## src/rtl/mcyc_pkg.sv

```systemverilog
package mcyc_pkg;

  localparam int WORD_W  = 32;
  localparam int INSTR_W = 25;
  localparam int REG_AW  = 3;
  localparam int IMM_W   = 16;
  localparam int OP_LSB  = 22;
  localparam int RA_LSB  = 19;
  localparam int RB_LSB  = 16;
  localparam int DST_LSB = 0;

  typedef enum logic [2:0] {
    OP_ADD  = 3'd0,
    OP_NAND = 3'd1,
    OP_LW   = 3'd2,
    OP_SW   = 3'd3,
    OP_BEQ  = 3'd4,
    OP_JALR = 3'd5,
    OP_HALT = 3'd6,
    OP_NOOP = 3'd7
  } opcode_e;

  typedef enum logic [2:0] {
    ST_FETCH, ST_DECODE, ST_EXEC, ST_MEM, ST_WB, ST_HALT
  } step_e;

  // Sign-extend the offset field of an instruction word.
  function automatic logic [WORD_W-1:0] imm_sext(input logic [INSTR_W-1:0] w);
    return {{(WORD_W-IMM_W){w[IMM_W-1]}}, w[IMM_W-1:0]};
  endfunction

  // Shared ALU: sum, nand, or address generation.
  function automatic logic [WORD_W-1:0] alu_calc(input opcode_e op,
                                                 input logic [WORD_W-1:0] a,
                                                 input logic [WORD_W-1:0] b,
                                                 input logic [WORD_W-1:0] imm);
    case (op)
      OP_NAND:      return ~(a & b);
      OP_LW, OP_SW: return a + imm;
      default:      return a + b;
    endcase
  endfunction

  // Cycles each opcode occupies, from fetch to retirement.
  function automatic logic [3:0] steps_for(input opcode_e op);
    case (op)
      OP_LW:                return 4'd5;
      OP_ADD, OP_NAND, OP_SW: return 4'd4;
      OP_BEQ, OP_JALR:      return 4'd3;
      default:              return 4'd2;
    endcase
  endfunction

endpackage

```

## src/rtl/mcyc_seq.sv

```systemverilog
module mcyc_seq
  import mcyc_pkg::*;
(
  input  logic    clk,
  input  logic    rst,
  input  opcode_e op,
  output logic    fetch_en,
  output logic    decode_en,
  output logic    exec_en,
  output logic    mem_rd,
  output logic    mem_wr,
  output logic    wb_en,
  output logic    retire,
  output logic    halted
);

  step_e      step_q, step_d;
  logic [3:0] in_cnt;

  always_comb begin
    step_d = step_q;
    case (step_q)
      ST_FETCH:  step_d = ST_DECODE;
      ST_DECODE: begin
        case (op)
          OP_NOOP: step_d = ST_FETCH;
          OP_HALT: step_d = ST_HALT;
          OP_JALR: step_d = ST_WB;
          default: step_d = ST_EXEC;
        endcase
      end
      ST_EXEC: begin
        case (op)
          OP_LW, OP_SW:   step_d = ST_MEM;
          OP_ADD, OP_NAND: step_d = ST_WB;
          default:        step_d = ST_FETCH;
        endcase
      end
      ST_MEM:  step_d = (op == OP_LW) ? ST_WB : ST_FETCH;
      ST_WB:   step_d = ST_FETCH;
      ST_HALT: step_d = ST_HALT;
      default: step_d = ST_FETCH;
    endcase
  end

  always_ff @(posedge clk) begin
    if (rst) step_q <= ST_FETCH;
    else     step_q <= step_d;
  end

  assign fetch_en  = (step_q == ST_FETCH);
  assign decode_en = (step_q == ST_DECODE);
  assign exec_en   = (step_q == ST_EXEC);
  assign mem_rd    = (step_q == ST_MEM) && (op == OP_LW);
  assign mem_wr    = (step_q == ST_MEM) && (op == OP_SW);
  assign wb_en     = (step_q == ST_WB);
  assign halted    = (step_q == ST_HALT);
  assign retire    = (decode_en && (op == OP_NOOP || op == OP_HALT)) ||
                     (exec_en && op == OP_BEQ) || mem_wr || wb_en;

  // Cycle index inside the current instruction, used only by the checks.
  always_ff @(posedge clk) begin
    if (rst)         in_cnt <= 4'd1;
    else if (retire) in_cnt <= 4'd1;
    else if (!halted) in_cnt <= in_cnt + 4'd1;
  end

  AST_STEP_COUNT: assert property (@(posedge clk) disable iff (rst)
    retire |-> in_cnt == steps_for(op));
  AST_HALT_STICKY: assert property (@(posedge clk) disable iff (rst)
    halted |=> halted);
  AST_LW_READ_BEFORE_WB: assert property (@(posedge clk) disable iff (rst)
    (wb_en && op == OP_LW) |-> $past(mem_rd));
  AST_RETIRE_REFETCH: assert property (@(posedge clk) disable iff (rst)
    (retire && op != OP_HALT) |=> fetch_en);

endmodule

```

## src/rtl/mcyc_dpath.sv

```systemverilog
module mcyc_dpath
  import mcyc_pkg::*;
#(
  parameter int ADDR_W = 16
) (
  input  logic               clk,
  input  logic               rst,
  input  logic               fetch_en,
  input  logic               decode_en,
  input  logic               exec_en,
  input  logic               mem_rd,
  input  logic               wb_en,
  input  logic [INSTR_W-1:0] imem_rdata,
  input  logic [WORD_W-1:0]  rf_rdata_a,
  input  logic [WORD_W-1:0]  rf_rdata_b,
  input  logic [WORD_W-1:0]  dmem_rdata,
  output opcode_e            op,
  output logic [ADDR_W-1:0]  pc,
  output logic [REG_AW-1:0]  rf_raddr_a,
  output logic [REG_AW-1:0]  rf_raddr_b,
  output logic [REG_AW-1:0]  rf_waddr,
  output logic [WORD_W-1:0]  rf_wdata,
  output logic [ADDR_W-1:0]  dmem_addr,
  output logic [WORD_W-1:0]  dmem_wdata
);

  logic [ADDR_W-1:0]  pc_q;
  logic [INSTR_W-1:0] ir_q;
  logic [WORD_W-1:0]  a_q, b_q, alu_q, mdr_q;
  logic [WORD_W-1:0]  imm;
  logic               operands_eq;

  // Dedicated PC incrementer, kept apart from the shared ALU.
  function automatic logic [ADDR_W-1:0] pc_plus1(input logic [ADDR_W-1:0] p);
    return p + 1'b1;
  endfunction

  assign op          = opcode_e'(ir_q[OP_LSB +: 3]);
  assign imm         = imm_sext(ir_q);
  assign operands_eq = (a_q == b_q);

  always_ff @(posedge clk) begin
    if (rst) begin
      pc_q  <= '0;
      ir_q  <= '0;
      a_q   <= '0;
      b_q   <= '0;
      alu_q <= '0;
      mdr_q <= '0;
    end else begin
      if (fetch_en) begin
        ir_q <= imem_rdata;
        pc_q <= pc_plus1(pc_q);
      end
      if (decode_en) begin
        a_q <= rf_rdata_a;
        b_q <= rf_rdata_b;
      end
      if (exec_en) begin
        alu_q <= alu_calc(op, a_q, b_q, imm);
        if (op == OP_BEQ && operands_eq) pc_q <= pc_q + imm[ADDR_W-1:0];
      end
      if (mem_rd) mdr_q <= dmem_rdata;
      if (wb_en && op == OP_JALR) pc_q <= a_q[ADDR_W-1:0];
    end
  end

  assign pc         = pc_q;
  assign rf_raddr_a = ir_q[RA_LSB +: REG_AW];
  assign rf_raddr_b = ir_q[RB_LSB +: REG_AW];
  assign rf_waddr   = (op == OP_ADD || op == OP_NAND) ? ir_q[DST_LSB +: REG_AW]
                                                      : ir_q[RB_LSB +: REG_AW];
  assign rf_wdata   = (op == OP_LW)   ? mdr_q :
                      (op == OP_JALR) ? WORD_W'(pc_q) : alu_q;
  assign dmem_addr  = alu_q[ADDR_W-1:0];
  assign dmem_wdata = b_q;

  AST_PC_STEP: assert property (@(posedge clk) disable iff (rst)
    fetch_en |=> pc_q == $past(pc_q) + 1'b1);
  AST_DECODE_KEEPS_PC: assert property (@(posedge clk) disable iff (rst)
    decode_en |=> $stable(pc_q));

endmodule

```

## src/rtl/mcyc_perf.sv

```systemverilog
module mcyc_perf #(
  parameter int CNT_W = 32
) (
  input  logic             clk,
  input  logic             rst,
  input  logic             halted,
  input  logic             retire,
  output logic [CNT_W-1:0] cycle_count,
  output logic [CNT_W-1:0] retired_count
);

  always_ff @(posedge clk) begin
    if (rst) begin
      cycle_count   <= '0;
      retired_count <= '0;
    end else begin
      if (!halted) cycle_count <= cycle_count + 1'b1;
      if (retire)  retired_count <= retired_count + 1'b1;
    end
  end

  AST_RETIRED_LE_CYCLES: assert property (@(posedge clk) disable iff (rst)
    retired_count <= cycle_count);
  AST_COUNTS_FROZEN: assert property (@(posedge clk) disable iff (rst)
    halted |=> $stable(cycle_count) && $stable(retired_count));

endmodule

```

## src/rtl/mcyc_core.sv

```systemverilog
module mcyc_core
  import mcyc_pkg::*;
#(
  parameter int ADDR_W = 16,
  parameter int CNT_W  = 32
) (
  input  logic               clk,
  input  logic               rst,
  output logic [ADDR_W-1:0]  imem_addr,
  input  logic [INSTR_W-1:0] imem_rdata,
  output logic [REG_AW-1:0]  rf_raddr_a,
  output logic [REG_AW-1:0]  rf_raddr_b,
  input  logic [WORD_W-1:0]  rf_rdata_a,
  input  logic [WORD_W-1:0]  rf_rdata_b,
  output logic               rf_we,
  output logic [REG_AW-1:0]  rf_waddr,
  output logic [WORD_W-1:0]  rf_wdata,
  output logic               dmem_re,
  output logic               dmem_we,
  output logic [ADDR_W-1:0]  dmem_addr,
  output logic [WORD_W-1:0]  dmem_wdata,
  input  logic [WORD_W-1:0]  dmem_rdata,
  output logic               halted,
  output logic [CNT_W-1:0]   cycle_count,
  output logic [CNT_W-1:0]   retired_count
);

  opcode_e op;
  logic    fetch_en, decode_en, exec_en, mem_rd, mem_wr, wb_en, retire;

  mcyc_seq u_seq (
    .clk       (clk),
    .rst       (rst),
    .op        (op),
    .fetch_en  (fetch_en),
    .decode_en (decode_en),
    .exec_en   (exec_en),
    .mem_rd    (mem_rd),
    .mem_wr    (mem_wr),
    .wb_en     (wb_en),
    .retire    (retire),
    .halted    (halted)
  );

  mcyc_dpath #(.ADDR_W(ADDR_W)) u_dpath (
    .clk        (clk),
    .rst        (rst),
    .fetch_en   (fetch_en),
    .decode_en  (decode_en),
    .exec_en    (exec_en),
    .mem_rd     (mem_rd),
    .wb_en      (wb_en),
    .imem_rdata (imem_rdata),
    .rf_rdata_a (rf_rdata_a),
    .rf_rdata_b (rf_rdata_b),
    .dmem_rdata (dmem_rdata),
    .op         (op),
    .pc         (imem_addr),
    .rf_raddr_a (rf_raddr_a),
    .rf_raddr_b (rf_raddr_b),
    .rf_waddr   (rf_waddr),
    .rf_wdata   (rf_wdata),
    .dmem_addr  (dmem_addr),
    .dmem_wdata (dmem_wdata)
  );

  mcyc_perf #(.CNT_W(CNT_W)) u_perf (
    .clk           (clk),
    .rst           (rst),
    .halted        (halted),
    .retire        (retire),
    .cycle_count   (cycle_count),
    .retired_count (retired_count)
  );

  assign rf_we   = wb_en;
  assign dmem_we = mem_wr;
  assign dmem_re = mem_rd;

  AST_SINGLE_WRITE: assert property (@(posedge clk) disable iff (rst)
    !(rf_we && dmem_we));
  AST_PC_PARKED: assert property (@(posedge clk) disable iff (rst)
    halted |=> $stable(imem_addr));

endmodule

```

## config.mk

```make
export PLATFORM = sky130hd
export DESIGN_NAME = mcyc_core
export DESIGN_NICKNAME = d
export VERILOG_FILES = /design/src/rtl/mcyc_pkg.sv /design/src/rtl/mcyc_seq.sv /design/src/rtl/mcyc_dpath.sv /design/src/rtl/mcyc_perf.sv /design/src/rtl/mcyc_core.sv
export SDC_FILE = /design/constraint.sdc
export NUM_CORES = 1
export LEC_CHECK = 0
export BUFFER_PORTS_ARGS = -buffer_cell sky130_fd_sc_hd__buf_2
export CORE_ASPECT_RATIO = 2
export CORE_UTILIZATION = 50
export DETAILED_ROUTE_END_ITERATION = 7
export GPL_TIMING_DRIVEN = 0
export PLACE_DENSITY = 0.78
export SYNTH_ARGS = -nofsm -noshare
export SYNTH_HDL_FRONTEND = slang
export SYNTH_SLANG_ARGS = --single-unit
```

## constraint.sdc

```tcl
create_clock -name clk -period 4.2 [get_ports clk]
set_input_delay 0.42 -clock clk [delete_from_list [all_inputs] [get_ports clk]]
set_output_delay 0.42 -clock clk [all_outputs]
set_load 0.02 [all_outputs]
```

# ---- Word level (Yosys, flattened, before mapping)
# Cells that the tools add are included.
dict set report word_totals {
  ff_bits 236
  latchBits 0
  ramBits 0
  romBits 0
  out_inout_bits 173
  n_memories 0
}
dict set report classes {
  addsub 6
  n_mul 0
  div 0
  n_lt_le_gt_ge 0
  eq_ne 13
  n_shift 0
  mux 12
  n_bitwise 2
  n_reduce_logical 15
}
# cell n
set op_table {}
lappend op_table {{32-bit by 1-bit adder with 32-bit output (second input constant)} 2}
lappend op_table {{32-bit adder} 2}
lappend op_table {{16-bit 2-to-1 mux} 4}
lappend op_table {{32-bit 2-to-1 mux} 2}
lappend op_table {{32-bit case mux with 2 select lines} 1}
lappend op_table {{32-bit AND} 1}
lappend op_table {{32-bit == test} 1}
lappend op_table {{32-bit NOT} 1}
lappend op_table {{3-bit == test (second input constant)} 6}
lappend op_table {{16-bit by 1-bit adder with 16-bit output (second input constant)} 1}
lappend op_table {{16-bit adder} 1}
lappend op_table {{3-bit case mux with 5 select lines} 1}
lappend op_table {{3-bit by 2-bit == test with 1-bit output (second input constant)} 4}
lappend op_table {{3-bit case mux with 3 select lines} 1}
lappend op_table {{3-bit by 1-bit == test with 1-bit output (second input constant)} 2}
lappend op_table {{1-bit logical AND} 6}
lappend op_table {{3-bit zero test} 2}
lappend op_table {{3-bit 2-to-1 mux} 2}
lappend op_table {{3-bit case mux with 2 select lines} 1}
lappend op_table {{1-bit logical OR} 5}
lappend op_table {{2-bit OR reduction} 2}

# ---- Longest topological paths before layout
dict set report depth {
  word_depth 6
  mapped_depth 18
  depth_no_buf 15
}

# ---- Hierarchy
# From an unflattened synthesis, not the netlist that was laid out.
dict set report unflattened {
  hier_cells 1667
  area_unflattened_um2 13895.8
}
# mod instances cells_per_inst area_each_um2
set by_module_without_submodules {}
lappend by_module_without_submodules {mcyc_dpath 1 1273 10528.8}
lappend by_module_without_submodules {mcyc_perf 1 349 3039.2}
lappend by_module_without_submodules {mcyc_seq 1 45 327.8}

# ---- Worst setup path before layout
# No wires, ideal clock.
dict set report synth_path {
  path_kind {flip-flop to flip-flop}
  startpoint {reg u_dpath.ir_q[24]}
  endpoint {reg u_dpath.alu_q[28]}
  setup_time_ps 79
  arrival_ps 3238
  t_required_ps 4121
  slack_ps 882
  path_stages_with_launch 19
  cell_sequence {dfxtp_1 buf_2 nand2b_1 clkbuf_1 clkbuf_1 nand2_1 nand2_1 ha_1 inv_1 fa_1 nor2b_1 o21a_1 o21ai_2 a21oi_4 a21oi_1 o211a_1 o41ai_2 xnor2_1 a211oi_2}
}
dict set report synth_between {
  elab_chain_cells 3
  word_cells_on_any_way 5
  cone_classes {eq/ne: 3; mux: 1; reduce/logical: 1}
}
# element line_no
set synth_lines {}
lappend synth_lines {{start, declared} mcyc_dpath.sv:28} ;# logic [INSTR_W-1:0] ir_q;
lappend synth_lines {{start signal, assigned} mcyc_dpath.sv:52} ;# ir_q <= imem_rdata;
lappend synth_lines {{3-bit by 2-bit == test with 1-bit output} mcyc_pkg.sv:37} ;# case (op)
lappend synth_lines {{2-bit OR reduction} mcyc_pkg.sv:37}
lappend synth_lines {{32-bit case mux with 2 select lines *} mcyc_pkg.sv:37}
lappend synth_lines {{end signal, assigned} mcyc_dpath.sv:60} ;# alu_q <= alu_calc(op, a_q, b_q, imm);
lappend synth_lines {{end, declared} mcyc_dpath.sv:29} ;# logic [WORD_W-1:0] a_q, b_q, alu_q, mdr_q;
# Every way passes the cells marked *; elsewhere a longest branch is shown, timed or not.
# A chain may end at the register's enable or synchronous reset.

# ---- Final worst setup path
# Ends and elaborated chain as after synthesis.

==> out/qor.yml <==
arrival_ns: 4.39
path_buf_inv: 3
area_growth_pct: 20.47
row_count: 84
dieArea_um2: 27200
grt_pass1_vias: 13271
fin_ws_ns: 0.2637
insertion_delay_ns: 0.54
max-slew-margin-rel: 0.4189
setup-violations-final: 0
period_minus_slack_ns: 3.936
drv_cap: 0
num_io_pins: 296
wirelength_mm: 46.51
h-tree-depth: 1
yosysMostFrequentCell: "nand2_1"
pwr_density_cell_nw_per_um2: 595.6
routed_via_density: 5.632
yosysTopAreaCellShare: 0.3565
place_ws_ns: -0.06856
fin_setup_tns_ns: 0
synth_ff_type: "dfxtp_1"
status: "completed"
min_to: "u_dpath.ir_q[3]"
yosys-top-cells-area: "dfxtp_1 36%, nand2_1 13%, ha_1 7.9%"
min_from: "imem_rdata[3]"
end_kind: "flop"
cts_made_buffers: 22
worstMarginPinSlew_ns: 0.8716
netlist-cell-type-count: 73
crit_family: "compound AO/OA/AOI/OAI gates"
crit_fanout: 10
ant_nets: 0
seq_area_frac_synth: 0.3565
synth_top_area_cell: "dfxtp_1"
grt-ovfl-total: 0
crit_slowest_cell: "fa_1"
grt_pass1_wl_mm: 68.80
fin_crit_sh: 0.9372
cts_tree: "yes"
core_area_um2: 26170
r2r_end: "u_dpath.alu_q[28]"
rsz0062_at_grt: "false"
vdd_drop_max_mv: 0.4649
crit_chain: "buf_2 -> nand2b_1 -> clkbuf_4 -> nand2_1 -> nand2_1 -> ha_1 -> inv_1 -> fa_1 -> nor2b_1 -> o21a_1 -> o21ai_2 -> a21oi_4 -> a21oi_1 -> o211a_1 -> o41ai_2 -> xnor2_1 -> a211oi_2"
cts-root-buf: "clkbuf_16"
initial_core_util: 0.5064
die_w_um: 117.1
postSynthNetCount: 1983
cpPeakStageDelay_ns: 0.39
clkTransAtPathRegs_ns: 0.07
r2r-start: "u_dpath.ir_q[24]"
drtIter0Drc: 921
skew_ns: 0.02711
chipHeight_um: 232.2
vias: 13805
cp.required_ns: 4.66
holdWs_ns: 0.1210
hold_viol: 0
drc: 0
nets: 2300
final_cell_count_no_fill: 2451
slew_viol_final: 0
synth.avg_cell_area_um2: 7.470
hpwl_mm: 37.29
path_common_cell: "nand2_1"
yosys_warnings: 0
synth.top_cells.by_count: "467 x nand2_1, 236 x dfxtp_1, 197 x a21oi_1"
r2r_setup_slack_ns: 0.26
cts.sinks: 236
antenna_found_initial: 2
gp_congestion: 0.9950
clockBufferDepth: 3
synth-edff-count: 0
grt_max_degree: 16
async_reset_ff_frac: 0
rr_worst_depth: 17
hp-class: "input pin to flop"
p_leak_nw: 7.435
wl_per_cell_um: 18.98
startpoint: "u_dpath.ir_q[24]"
crit_type: "flop to flop"
io_buffers: 294
drive_above_1_share: 0.1886
netlist_area_um2: 13250
cp-start-kind: "flop"
fmax_mhz: 254.0
hold_depth: 3
dr.pass1.iters: 5
postSynthCellCount: 1774
post_cts_buffers: 0
track_usage: 0.3356
ys_ff_latch: 236
placed_cells_incl_taps: 2412
==> power by group <==
group          switching, W  internal [W]  total (W)
clock              0.000888       0.00132    0.00221
combinational       0.00273       0.00141    0.00414
sequential         0.000516       0.00264    0.00316
==> metrics by stage <==
stage,instance area (µm²),total power [W],utilization
3_3_place_gp,15150,0.007185,0.5790
4_1_cts,15950,0.009472,0.6093
6_report,15960,0.009508,0.6100
3_5_place_dp,15150,0.007258,0.5790
5_1_grt,15960,0.01003,0.6100
2_1_floorplan,13250,0.005790,-
==> state kept, by name, summed over array words and instances (netlist names) <==
signal	count
u_dpath.a_q	32
u_dpath.alu_q	32
u_dpath.dmem_wdata	32
u_dpath.ir_q	25
u_dpath.mdr_q	32
u_dpath.pc	16
u_perf.cycle_count	32
u_perf.retired_count	32
u_seq.step_q	3
==> tightest hold or removal path, delay by kind of cell <==
kind | cells | cell delay (ns)
simple gates | 1 | 0.04
buf+inv | 1 | 0.10
compound gates | 1 | 0.05
==> metal layers <==
layer,vias up,wire length [µm],track usage,part of all wire
met4,0,3840,0.2575,0.083
met5,-,0,0,0
li1,6637,-,-,-
met1,6423,15340,0.3116,0.33
met2,563,24710,0.6405,0.53
met3,182,2619,0.03968,0.056
==> timing repair <==
action                     in CTS  in global routing
gates cloned                    0                  0
resized for setup               2                  8
pin swaps                       0                  0
setup endpoints to repair       3                  9
hold buffers                    0                  0
==> worst max-delay path by stage <==
stage	end	cells past startpoint
floorplan	u_dpath.alu_q[28]	18
global placement	u_dpath.alu_q[28]	18
detailed placement	u_dpath.alu_q[30]	18
CTS	u_dpath.alu_q[30]	16
global route	u_dpath.alu_q[28]	17
finish	u_dpath.alu_q[28]	17
==> logic make-up (layout without fill, tap and decap cells) <==
kind of cell,after synthesis,after routing,share of synthesized area
XOR/XNOR,109,109,0.07204
buffers and inverters,142,473,0.04778
multiplexers,7,7,0.005571
other,0,2,0
AND/OR/NAND/NOR,817,817,0.2655
flip-flops,236,236,0.3565
adder cells (fa/ha/maj),86,86,0.08233
AO/OA/AOI/OAI,377,377,0.1702
==> cells in the final DEF, fill, tap and decap left out, drive strengths merged, types with 5 or more instances in the layout <==
master,synthesis,layout
and2,10,10
nor2b,13,13
dfxtp,236,236
and3,19,19
nor3,43,43
a22oi,17,17
xor2,67,67
inv,17,17
nand3,33,33
a21oi,200,200
or3,8,8
o21ai,59,59
o211ai,6,6
nor4,9,9
xnor2,42,42
clkinv,0,5
a21o,26,26
bufinv,0,5
nand2,467,467
ha,84,84
a31oi,6,6
nand4,22,22
nor2,167,167
o21a,5,5
a211oi,32,32
buf,41,336
clkbuf,84,110
nand2b,9,9
==> final cells by class <==
cell class                      count  area, µm²
Fill cell                        2439      10210
Multi-Input combinational cell   1396       7908
Sequential cell                   236       4725
Timing Repair Buffer              294       1471
Clock buffer                       28      603.1
Buffer                            124      571.8
Tap cell                          344      430.4
Clock inverter                     10      186.4
Inverter                           17      63.81
Antenna cell                        2      5.005
No activity file was read; power rests on OpenSTA's default activity.
